[config.mk]
export PLATFORM = sky130hd
export DESIGN_NAME = dchp_filter
export DESIGN_NICKNAME = d
export VERILOG_FILES = /design/src/rtl/dchp_pkg.sv /design/src/rtl/dchp_sat.sv /design/src/rtl/dchp_chan.sv /design/src/rtl/dchp_filter.sv
export SDC_FILE = /design/constraint.sdc
export NUM_CORES = 1
export LEC_CHECK = 0
export ABC_AREA = 1
export BUFFER_PORTS_ARGS = -buffer_cell sky130_fd_sc_hd__buf_2
export CELL_PAD_IN_SITES_DETAIL_PLACEMENT = 1
export CELL_PAD_IN_SITES_GLOBAL_PLACEMENT = 1
export CORE_MARGIN = 2
export CORE_UTILIZATION = 35
export DETAILED_ROUTE_END_ITERATION = 8
export GPL_TIMING_DRIVEN = 0
export HOLD_SLACK_MARGIN = 0.08
export PLACE_DENSITY_LB_ADDON = 0.1
export SETUP_SLACK_MARGIN = 0.5
export SYNTH_ARGS = -nofsm -noshare
export SYNTH_HDL_FRONTEND = slang
export SYNTH_SLANG_ARGS = --single-unit
[constraint.sdc]
create_clock -name clk -period 6.85 [get_ports clk]
set_clock_uncertainty 0.05 [all_clocks]
set_input_delay 0.3425 -clock clk [delete_from_list [all_inputs] [get_ports clk]]
set_output_delay 0.3425 -clock clk [all_outputs]
set_load 0.005 [all_outputs]
[src/rtl/dchp_pkg.sv]
package dchp_pkg;
    localparam int DEF_DATA_W = 16;
    localparam int DEF_K      = 10;
    localparam int DEF_NUM_CH = 2;
    localparam int GUARD_W    = 3;

    typedef enum logic {
        MODE_BYPASS = 1'b0,
        MODE_FILTER = 1'b1
    } dchp_mode_e;

    function automatic int acc_width(input int dw, input int k);
        return dw + k + GUARD_W;
    endfunction
endpackage

[src/rtl/dchp_sat.sv]
module dchp_sat #(
    parameter int IN_W  = 29,
    parameter int OUT_W = 16
) (
    input  logic signed [IN_W-1:0]  val_i,
    output logic signed [OUT_W-1:0] val_o
);
    localparam logic signed [IN_W-1:0] MAXV =
        $signed({{(IN_W-OUT_W+1){1'b0}}, {(OUT_W-1){1'b1}}});
    localparam logic signed [IN_W-1:0] MINV =
        $signed({{(IN_W-OUT_W+1){1'b1}}, {(OUT_W-1){1'b0}}});

    always_comb begin
        if (val_i > MAXV)      val_o = MAXV[OUT_W-1:0];
        else if (val_i < MINV) val_o = MINV[OUT_W-1:0];
        else                   val_o = val_i[OUT_W-1:0];
    end
endmodule

[src/rtl/dchp_chan.sv]
module dchp_chan
    import dchp_pkg::*;
#(
    parameter int DATA_W = DEF_DATA_W,
    parameter int K      = DEF_K
) (
    input  logic                     clk,
    input  logic                     rst,
    input  logic                     en,
    input  logic                     vld,
    input  logic signed [DATA_W-1:0] x_i,
    output logic signed [DATA_W-1:0] y_o
);
    localparam int AW = acc_width(DATA_W, K);

    dchp_mode_e                md;
    logic signed [DATA_W-1:0]  x_prev;
    logic signed [AW-1:0]      acc, acc_nxt, y_full;
    logic signed [DATA_W:0]    diff;
    logic signed [AW-1:0]      diff_ext;
    logic signed [DATA_W-1:0]  y_sat;

    assign md       = en ? MODE_FILTER : MODE_BYPASS;
    assign diff     = {x_i[DATA_W-1], x_i} - {x_prev[DATA_W-1], x_prev};
    assign diff_ext = $signed({{(AW-DATA_W-1){diff[DATA_W]}}, diff});
    assign acc_nxt  = (diff_ext <<< K) + acc - (acc >>> K);
    assign y_full   = acc_nxt >>> K;

    dchp_sat #(.IN_W(AW), .OUT_W(DATA_W)) u_sat (
        .val_i (y_full),
        .val_o (y_sat)
    );

    always_ff @(posedge clk) begin
        if (rst) begin
            x_prev <= '0;
            acc    <= '0;
            y_o    <= '0;
        end else if (md == MODE_BYPASS) begin
            x_prev <= '0;
            acc    <= '0;
            if (vld) y_o <= x_i;
        end else if (vld) begin
            x_prev <= x_i;
            acc    <= acc_nxt;
            y_o    <= y_sat;
        end
    end

    // disabled channel holds zero state on the next cycle
    p_state_clear_r6: assert property (@(posedge clk) disable iff (rst)
        !en |=> (acc == '0 && x_prev == '0));

    // no strobe, no change of output or enabled state
    p_hold_r8: assert property (@(posedge clk) disable iff (rst)
        (!vld && en) |=> ($stable(y_o) && $stable(acc) && $stable(x_prev)));
endmodule

[src/rtl/dchp_filter.sv]
module dchp_filter
    import dchp_pkg::*;
#(
    parameter int DATA_W = DEF_DATA_W,
    parameter int K      = DEF_K,
    parameter int NUM_CH = DEF_NUM_CH
) (
    input  logic                     clk,
    input  logic                     rst,
    input  logic                     filt_en,
    input  logic                     in_valid,
    input  logic [NUM_CH*DATA_W-1:0] in_data,
    output logic                     out_valid,
    output logic [NUM_CH*DATA_W-1:0] out_data
);
    localparam int BUS_W = NUM_CH * DATA_W;

    for (genvar c = 0; c < NUM_CH; c++) begin : g_ch
        logic signed [DATA_W-1:0] y_ch;
        dchp_chan #(.DATA_W(DATA_W), .K(K)) u_chan (
            .clk (clk),
            .rst (rst),
            .en  (filt_en),
            .vld (in_valid),
            .x_i ($signed(in_data[c*DATA_W +: DATA_W])),
            .y_o (y_ch)
        );
        assign out_data[c*DATA_W +: DATA_W] = y_ch;
    end

    always_ff @(posedge clk) begin
        if (rst) out_valid <= 1'b0;
        else     out_valid <= in_valid;
    end

    // strobe follows input strobe by one cycle
    p_latency_r2: assert property (@(posedge clk)
        out_valid == $past(in_valid && !rst));

    // bypass delivers the input exactly
    p_bypass_r5: assert property (@(posedge clk) disable iff (rst)
        $past(in_valid && !filt_en && !rst) |-> (out_data == $past(in_data)));

    // reset empties the output
    p_reset_r1: assert property (@(posedge clk)
        $past(rst) |-> (!out_valid && out_data == '0));

    logic [BUS_W-1:0] unused_w;
    assign unused_w = '0;
endmodule

==> summary.txt, run 1 <==
Outcome
  – Status: finished clean

Clocking
  – Hold buffers post-CTS: 0
  – Clock transition time at the flip-flop clock pins of the worst setup and hold paths: about 70 ps
  – H-Tree Depth: 4
  – Clock tree from TritonCTS: yes
  – Number of buffers created by CTS: 17
  – CTS root buffer: clkbuf_16
  – Resize count post-CTS: 0
  – Clock net sink count: 123
  – Clock insertion delay at the later pin of the skew report: 440 ps
  – Post-CTS setup-driven buffer insertion count: 0
  – Clk buf depth: 2

Worst setup path
  – Kind of launch point of the worst setup path: flop
  – Cell with the largest stage delay on the worst path: fa_1
  – Crit Reg-Reg Startpoint: g_ch[0].u_chan.x_prev[0]$_SDFFE_PP0P_
  – Critical path class: reg -> reg
  – R2R Setup Slk: around 1700 ps
  – Arr. time, crit path: 5430 ps
  – Top Family by Delay on Critical Path: simple AND/OR/NAND/NOR gates
  – Slowest Stage Delay on Critical Path: about 420 ps
  – Worst EP required: 7100 ps
  – Peak fanout along the critical path: 10
  – Crit path buffers/inverters: 2
  – Cell repeated most along the worst path: nand2_1
  – Critical path launch point: g_ch[0].u_chan.x_prev[0]$_SDFFE_PP0P_
  – Crit. End Element: flop

Timing
  – Total negative setup slack: 0 ps
  – Measured slew at the worst slew-check pin: 852 ps
  – Number of max-slew violations in the final report: 0
  – Setup repair after global routing missed its margin: no
  – Final worst path period share: approximately 76%
  – Time the final worst path needs with I/O delays and setup: between 5000 and 6000 ps
  – Worst-case headroom to the max-slew limit: between 40% and 50%
  – Total setup violations reported at the end of the flow: 0
  – Total count of hold-check failures in the final report: 0
  – Maximum clock frequency: around 190 MHz
  – Worst hold-check slack: about 130 ps

Pwr
  – Internal power component: between 2000 and 3000 uW
  – PwrDens: between 400 and 500 nW/um^2
  – Share of total power consumed by net switching: 53.2%
  – Leakage: between 0.006 and 0.007 uW
  – Share of total power in the clock network: between 15 and 20%
  – Largest voltage drop on the vdd net: 0.287 mV
  – Sequential share of power: 15.5%
  – Net switching power: 3110 uW
  – Power share of the combinational group: ~68%

Synth
  – Distinct cell type count after synthesis: between 40 and 50
  – Mean instance size in the synthesized netlist: 6.73 um^2
  – Mapped Cells: roughly 1700
  – Sequential fraction of the synthesis area: between 20% and 30%
  – Flip-flop and latch count after synthesis: roughly 120
  – Net Count, Synth: 1856
  – Number of synthesis warnings: 0
  – Area of the mapped netlist: roughly 11000 um^2

Route
  – Avg WL per Cell: between 15 and 20 um
  – Number of vias per cell after detailed routing: 4.98
  – Total Wirelength: 39200 um
  – DRC violation count after routing: 0
  – Number of DRC markers after the initial detailed-route iteration: about 460
  – Drt pass-1 iters: 5
  – Count of vias placed by the detailed router: between 10000 and 15000
  – Detail Route Antenna Nets: 0

Layout
  – Layout overhead on the synthesized area: 12.8%
  – Nets: around 1900
  – Commonest non-fill, non-tap cell in the layout: nand2_1
  – Final core area utilization: approximately two fifths
  – Layout cells sized above 1: 11.3%
  – Top library cells by usage in the layout, fill and taps aside: nand2_1 (367), inv_1 (277), a21oi_1 (189), nor2_1 (127), dfxtp_1 (123)

Global routing
  – Global-route usage over all layers: a little under a quarter
  – Largest net degree at the start of global routing: 17
  – Global-route wire length before repair: roughly 62000 um
  – Total overflow reported by the global router: 0
  – Initial antenna violation count: 1
  – Number of global-route vias before repair: between 10000 and 15000

Floorplan
  – Floorplan die area: 33600 um^2
  – Initial Utilization: a little over a third
  – Die span in y: around 180 um
  – Core Area: between 30000 and 40000 um^2
  – Overall die width: roughly 180 um
  – I/O pin count: ~70
  – # rows: between 60 and 70

Worst hold path
  – Worst min-delay path startpoint: in_data[3]
  – Classification of the worst-slack hold path: in -> reg

Placement
  – Port Buffer Count: 66
  – Weighted congestion reported at the end of routability-driven placement: 0.887
  – HPWL Detailed: between 30000 and 40000 um

Run
  – Number of max-cap violations: 0
power by group through the flow:
stage / Clock [uW] / Combinational [uW] / Sequential (uW)
after global placement: 0 / 3930 / 920
after global routing: 1010 / 4430 / 922
after floorplan: 0 / 2800 / 906
final: 966 / 3970 / 906
after detailed placement: 0 / 3980 / 923
after CTS: 984 / 4010 / 908
Yosys cell counts (all sizes together):
library cell  instances  area [um^2]
a211oi                3         22.5
and2                  1         6.26
inv                 287         1080
o31ai                 1         7.51
xnor2                24          210
clkinv                1         3.75
a21boi                3         22.5
a21oi               210         1140
o221ai                2         17.5
nor4                  1         12.5
dfxtp               123         2460
a31oi                 8         50.1
xor2                 47          412
or2                   1         6.26
nor3                 17          115
clkbuf               43          161
fa                   40          801
a21o                  4         30.0
o21a                  1         7.51
a22oi                 1         7.51
o2111ai               2         17.5
nor2                137          549
ha                  108         1350
buf                   4         62.6
o21bai                7         52.6
nand4                 9         56.3
nand3b                2         18.8
nand3                63          360
o211ai                2         15.0
nand2               407         1640
o21ai               113          566
layout make-up:
type                    instances  area (um^2)
inverters                     288         1080
plain buffers                  47          224
clock inverters                13          165
fillers                      4103        18900
diodes                          1         2.50
clock buffers                  19          443
well taps                     402          503
repair buffers                 66          330
multi-input cells            1214         7490
flip-flops and latches        123         2460
worst min-delay path, delay by kind of cell:
family | cells | cell delay (ps)
AOI/OAI and AO/OA | 1 | 60
buffers and inverters | 2 | 180
routing by layer:
| layer | share of wire (%) | wire [um] | track usage, % |
|---|---|---|---|
| met4 | 1.9 | 734 | 6.43 |
| met2 | 52 | 20400 | 44.8 |
| met3 | 2.0 | 797 | 2.82 |
| met1 | 44 | 17300 | 28.8 |
| met5 | 0 | 0 | 0 |
cells by family after synthesis:
kind of cell,count (synthesis),share of synthesized area (%)
DFF,123,21.9
AOI/OAI and AO/OA,357,17.4
xor gates and xnor gates,71,5.52
adders and majority gates,148,19.1
buffers and inverters,335,11.6
and+or+nand+nor,638,24.5
stage by stage:
step	setup WS, ps	cell area (um^2)	power (uW)	std cells
final	1670	12700	5850	2173
after global routing	1120	12700	6360	2172
after CTS	1640	12700	5900	2172
after detailed placement	1430	12100	4900	2140
after global placement	1460	12100	4850	2140
after floorplan	2510	11300	3700	1672
sequential cells by signal, summed over array words and instances, names as in the netlist:
signal	cells
g_ch.u_chan.y_o	32
g_ch.u_chan.x_prev	32
out_valid	1
g_ch.u_chan.acc	58
path summary, 6_finish.rpt:
check	to	cells after the start
max	g_ch[0].u_chan.y_o[8]$_SDFFE_PP0P_	29
min	g_ch[0].u_chan.x_prev[3]$_SDFFE_PP0P_	3
max reg2reg	g_ch[0].u_chan.y_o[8]$_SDFFE_PP0P_	29
min reg2reg	g_ch[0].u_chan.acc[2]$_SDFFE_PP0P_	2
Power figures use the tool's default switching activity.
==> inputs of run 2 (changes only) <==
ABC_AREA = 0   (was 1)
clock period = 4.9 ns   (was 6.85 ns; I/O delays follow)
==> run 2 against run 1 <==
The flow now finishes with violations (negative setup slack). First-iteration DRC count down 28%. Cell count down 18%. Critical path depth down 5. Final area up 11%. Sequential share of layout area down 1.8 points. Global-route usage down 0.93 points. Setup slack worse by 2200 ps.
==> summary.txt, run 2 <==
Layout
  – Final core area utilization: 49.1% (was 40.1%)
  – Layout overhead on the synthesized area: 38.8% (was 12.8%)
  – Reg with most FFs: g_ch.u_chan.acc (unchanged)
  – Top library cells by usage in the layout, fill and taps aside: nor2_1 (133), dfxtp_1 (118), inv_1 (108), ha_1 (84), mux2i_1 (79) (was nand2_1 (367), inv_1 (277), a21oi_1 (189), nor2_1 (127), dfxtp_1 (123))
  – Diodes inserted: 0 (was 1)
  – Max FFs per register: 58 (unchanged)
  – Layout cells sized above 1: 29.4% (was 11.3%)
  – Nets: 1577 (was 1941)
  – Multi-input gate area in the final layout: 8540 um^2 (was 7490 um^2)
  – Biggest regs: g_ch.u_chan.acc (58), g_ch.u_chan.x_prev (32), g_ch.u_chan.y_o (32) (unchanged)
  – Fill cell total of the finished layout: 3264 (was 4103)
  – Commonest non-fill, non-tap cell in the layout: nor2_1 (was nand2_1)
  – Register area: 2470 um^2 (was 2460 um^2)

Global routing
  – Global-route usage over all layers: 23.0% (was 23.9%)
  – Initial antenna violation count: 0 (was 1)
  – Largest net degree at the start of global routing: 17 (unchanged)
  – Total overflow reported by the global router: 0 (unchanged)
  – Layer with the highest usage: met2 (unchanged)
  – Met3 demand-to-capacity share in global routing: 3.24% (was 2.82%)
  – Number of global-route vias before repair: 9726 (was 11207)
  – Global routing met1 resource utilization: 27.7% (was 28.8%)
  – Global-route met2 utilization: 43.3% (was 44.8%)
  – Global-route wire length before repair: 54000 um (was 61600 um)

Floorplan
  – Floorplan die area: 30300 um^2 (was 33600 um^2)
  – Overall die width: 174 um (was 183 um)
  – Die span in y: 174 um (was 183 um)
  – Initial Utilization: 35.4% (was 35.6%)
  – Core Area: 28600 um^2 (was 31600 um^2)
  – I/O pin count: 69 (unchanged)
  – # rows: 62 (was 65)

Run
  – Number of max-cap violations: 0 (unchanged)

Synth
  – Main combinational cell family by area after synthesis: adder cells (was simple AND/OR/NAND/NOR gates)
  – Mux contribution to synthesized area: 7.91% (was 0%)
  – Area share of the largest cell type after synthesis: 24.3% (was 21.9%)
  – Primary flip-flop cell chosen by synthesis mapping: dfxtp_1 (unchanged)
  – XOR/XNOR share of the synthesized area: 5.62% (was 5.52%)
  – Post-synthesis adder-cell area fraction: 21.2% (was 19.1%)
  – Flip-flop and latch count after synthesis: 123 (unchanged)
  – Number of synthesis warnings: 0 (unchanged)
  – Number of enable-type register cells in the synthesized netlist: 0 (unchanged)
  – Cell with the most instances after synthesis: nor2_1 (was nand2_1)
  – Area of the mapped netlist: 10100 um^2 (was 11300 um^2)
  – Net Count, Synth: 1388 (was 1856)
  – Area fraction in compound gates after synthesis: 20.2% (was 17.4%)
  – Distinct cell type count after synthesis: 75 (was 44)
  – Synth area leaders: dfxtp_1 (24%), ha_1 (13%), fa_1 (7.9%), mux2i_1 (7.8%), nor2_1 (5.3%) (was dfxtp_1 (22%), nand2_1 (12%), ha_1 (12%), inv_1 (9.2%), a21oi_1 (8.4%))
  – Sequential fraction of the synthesis area: 24.3% (was 21.9%)
  – Simple-gate portion of the synthesized area: 15.0% (was 24.5%)
  – Cell accounting for the most synthesized area: dfxtp_1 (unchanged)
  – Commonest cells in the netlist: nor2_1 (142), dfxtp_1 (123), inv_1 (111) (was nand2_1 (367), inv_1 (277), a21oi_1 (189))
  – Mean instance size in the synthesized netlist: 8.42 um^2 (was 6.73 um^2)
  – Mapped Cells: 1204 (was 1672)
  – Async set-reset flop share out of synthesis: 0% (unchanged)

Worst setup path
  – Worst EP required: 5170 ps (was 7100 ps)
  – R2R Setup Slk: -580 ps (was 1670 ps)
  – Slowest Stage Delay on Critical Path: 530 ps (was 420 ps)
  – Crit path buffers/inverters: 3 (was 2)
  – CP Cell Sequence: inv_1, ha_1, nor2b_1, o21ai_2, a21boi_1, o21ai_0, nand2b_1, a21o_4, a211oi_4, or3_1, a211o_1, nand4_1, fa_1, ha_2, and2_4, and3_4, a221oi_4, o21ai_2, xnor2_2, inv_1, a311o_2, buf_12, a21oi_4, o21ai_1
  – Crit Reg-Reg Startpoint: g_ch[0].u_chan.x_prev[1]$_SDFFE_PP0P_ (was g_ch[0].u_chan.x_prev[0]$_SDFFE_PP0P_)
  – Top Family by Delay on Critical Path: compound AO/OA/AOI/OAI gates (was simple AND/OR/NAND/NOR gates)
  – Crit. End Element: flop (unchanged)
  – Cell with the largest stage delay on the worst path: a311o_2 (was fa_1)
  – Kind of launch point of the worst setup path: flop (unchanged)
  – Reg2reg end: g_ch[0].u_chan.y_o[14]$_SDFFE_PP0P_ (was g_ch[0].u_chan.y_o[8]$_SDFFE_PP0P_)
  – Arr. time, crit path: 5750 ps (was 5430 ps)
  – Peak fanout along the critical path: 9 (was 10)
  – R2R cell count: 24 (was 29)
  – Critical path class: reg -> reg (unchanged)

Timing
  – Maximum clock frequency: 183 MHz (was 193 MHz)
  – Worst-case headroom to the max-slew limit: 17.6% (was 43.2%)
  – Number of max-slew violations in the final report: 0 (unchanged)
  – Final worst path period share: 112% (was 75.6%)
  – Time the final worst path needs with I/O delays and setup: 5480 ps (was 5180 ps)
  – Measured slew at the worst slew-check pin: 1230 ps (was 852 ps)
  – Setup repair after global routing missed its margin: yes (was no)
  – Total setup violations reported at the end of the flow: 32 (was 0)
  – Min setup slack post-route: -579 ps (was 1670 ps)
  – Total count of hold-check failures in the final report: 0 (unchanged)

Outcome
  – Violations in the final reports: negative setup slack
  – Status: complete, but fails checks (was finished clean)

Clocking
  – CTS root buffer: clkbuf_16 (unchanged)
  – H-Tree Depth: 4 (unchanged)
  – Clock tree from TritonCTS: yes (unchanged)
  – Clk buf depth: 2 (unchanged)
  – Clock transition time at the flip-flop clock pins of the worst setup and hold paths: 60 ps (was 70 ps)
  – Clock insertion delay at the later pin of the skew report: 440 ps (about the same)
  – Clock net sink count: 123 (unchanged)
  – Number of buffers created by CTS: 17 (unchanged)

Placement
  – Weighted congestion reported at the end of routability-driven placement: 0.833 (was 0.887)
  – HPWL Detailed: 26000 um (was 33300 um)
  – Port Buffer Count: 66 (unchanged)

Worst hold path
  – Classification of the worst-slack hold path: in -> reg (unchanged)
  – Worst hold stages: 3 (unchanged)
  – Worst min-delay path startpoint: in_data[18] (was in_data[3])
  – Hold-critical path endpoint: g_ch[1].u_chan.y_o[2]$_SDFFE_PP0P_ (was g_ch[0].u_chan.x_prev[3]$_SDFFE_PP0P_)

Route
  – Count of vias placed by the detailed router: 9255 (was 10832)
  – Avg WL per Cell: 19.5 um (was 18.1 um)
  – Detail Route Antenna Nets: 0 (unchanged)
  – Number of DRC markers after the initial detailed-route iteration: 329 (was 456)
  – Total Wirelength: 34900 um (was 39200 um)
  – DRC violation count after routing: 0 (unchanged)
  – Drt pass-1 iters: 4 (was 5)
  – Number of vias per cell after detailed routing: 5.17 (was 4.98)
-- run 2: changes by cell type in the layout (fill, tap and decap cells not counted), moves of 24 or more --
cell           before  now
mux2i_1             0   79
nand2_1           367   64
inv_1             277  108
a21oi_1           189   32
o21ai_0           112   48
dlygate4sd3_1       0   32
ha_1              108   84
o21ai_2             0   30
buf_4               0   48
nand3_1            54   16
nand2_2            38    4
xor2_1             47    8
-- run 2: cell families after synthesis --
logic type,after synthesis
xor+xnor,65
buf+inv,150
fa+ha+maj,148
mux,80
compound gates,308
flops,123
simple gates,330
-- run 2: worst min-delay path: stages --
cell and delay (ps):
buf_2 140, a31oi_1 90, o21ai_1 70
-- run 2: worst max path at each step --
| stage | from | endpoint | slack (ps) | depth (start not counted) |
|---|---|---|---|---|
| after detailed placement | in_data[0] | g_ch[0].u_chan.y_o[13]$_SDFFE_PP0P_ | -1290 | 27 |
| after global routing | g_ch[0].u_chan.x_prev[1]$_SDFFE_PP0P_ | g_ch[0].u_chan.y_o[4]$_SDFFE_PP0P_ | -820 | 24 |
| after floorplan | g_ch[0].u_chan.x_prev[0]$_SDFFE_PP0P_ | g_ch[0].u_chan.y_o[10]$_SDFFE_PP0P_ | -140 | 24 |
| after global placement | in_data[0] | g_ch[0].u_chan.y_o[14]$_SDFFE_PP0P_ | -1140 | 27 |
| final | g_ch[0].u_chan.x_prev[1]$_SDFFE_PP0P_ | g_ch[0].u_chan.y_o[14]$_SDFFE_PP0P_ | -580 | 24 |
| after CTS | g_ch[0].u_chan.x_prev[0]$_SDFFE_PP0P_ | g_ch[0].u_chan.y_o[14]$_SDFFE_PP0P_ | -580 | 24 |
-- run 2: repair_timing --
item,in CTS,in global routing
endpoints found under the hold margin,31,0
setup buffers,38,30
pin swaps,65,103
hold buffers,32,0
resized for setup,156,108
cloned,3,1
endpoints found under the setup margin,52,55
-- run 2: through the flow --
| stage | TNS, ps | hold WS [ps] | cell area, um^2 | instances | worst slack, ps |
|---|---|---|---|---|---|
| 4_1_cts | -12760 | 81.9 | 13300 | 1759 | -577 |
| 3_3_place_gp | -26460 | 382 | 11200 | 1654 | -1140 |
| 6_report | -11520 | 101 | 14100 | 1790 | -579 |
| 5_1_grt | -19060 | 108 | 14100 | 1790 | -817 |
| 3_5_place_dp | -29060 | 388 | 11200 | 1654 | -1290 |
| 2_1_floorplan | -1370 | 342 | 10400 | 1204 | -137 |
-- run 2: cell type report --
| type | instances | area share [%] |
|---|---|---|
| Multi-Input combinational cell | 931 | 60.7 |
| Buffer | 39 | 1.63 |
| Clock buffer | 19 | 3.22 |
| Inverter | 111 | 3.00 |
| Tap cell | 384 | 3.42 |
| Sequential cell | 123 | 17.6 |
| Clock inverter | 13 | 0.845 |
| Timing Repair Buffer | 170 | 9.65 |
-- run 2: routing by layer --
layer	vias to the layer above	wire length, um
met2	88	18400
met5	-	0
met4	0	665
met1	4556	15200
met3	36	723
li1	4575	-
Power of run 2 is not shown: default switching activity piles up to over one toggle a cycle in this logic, so the estimate is an artifact.
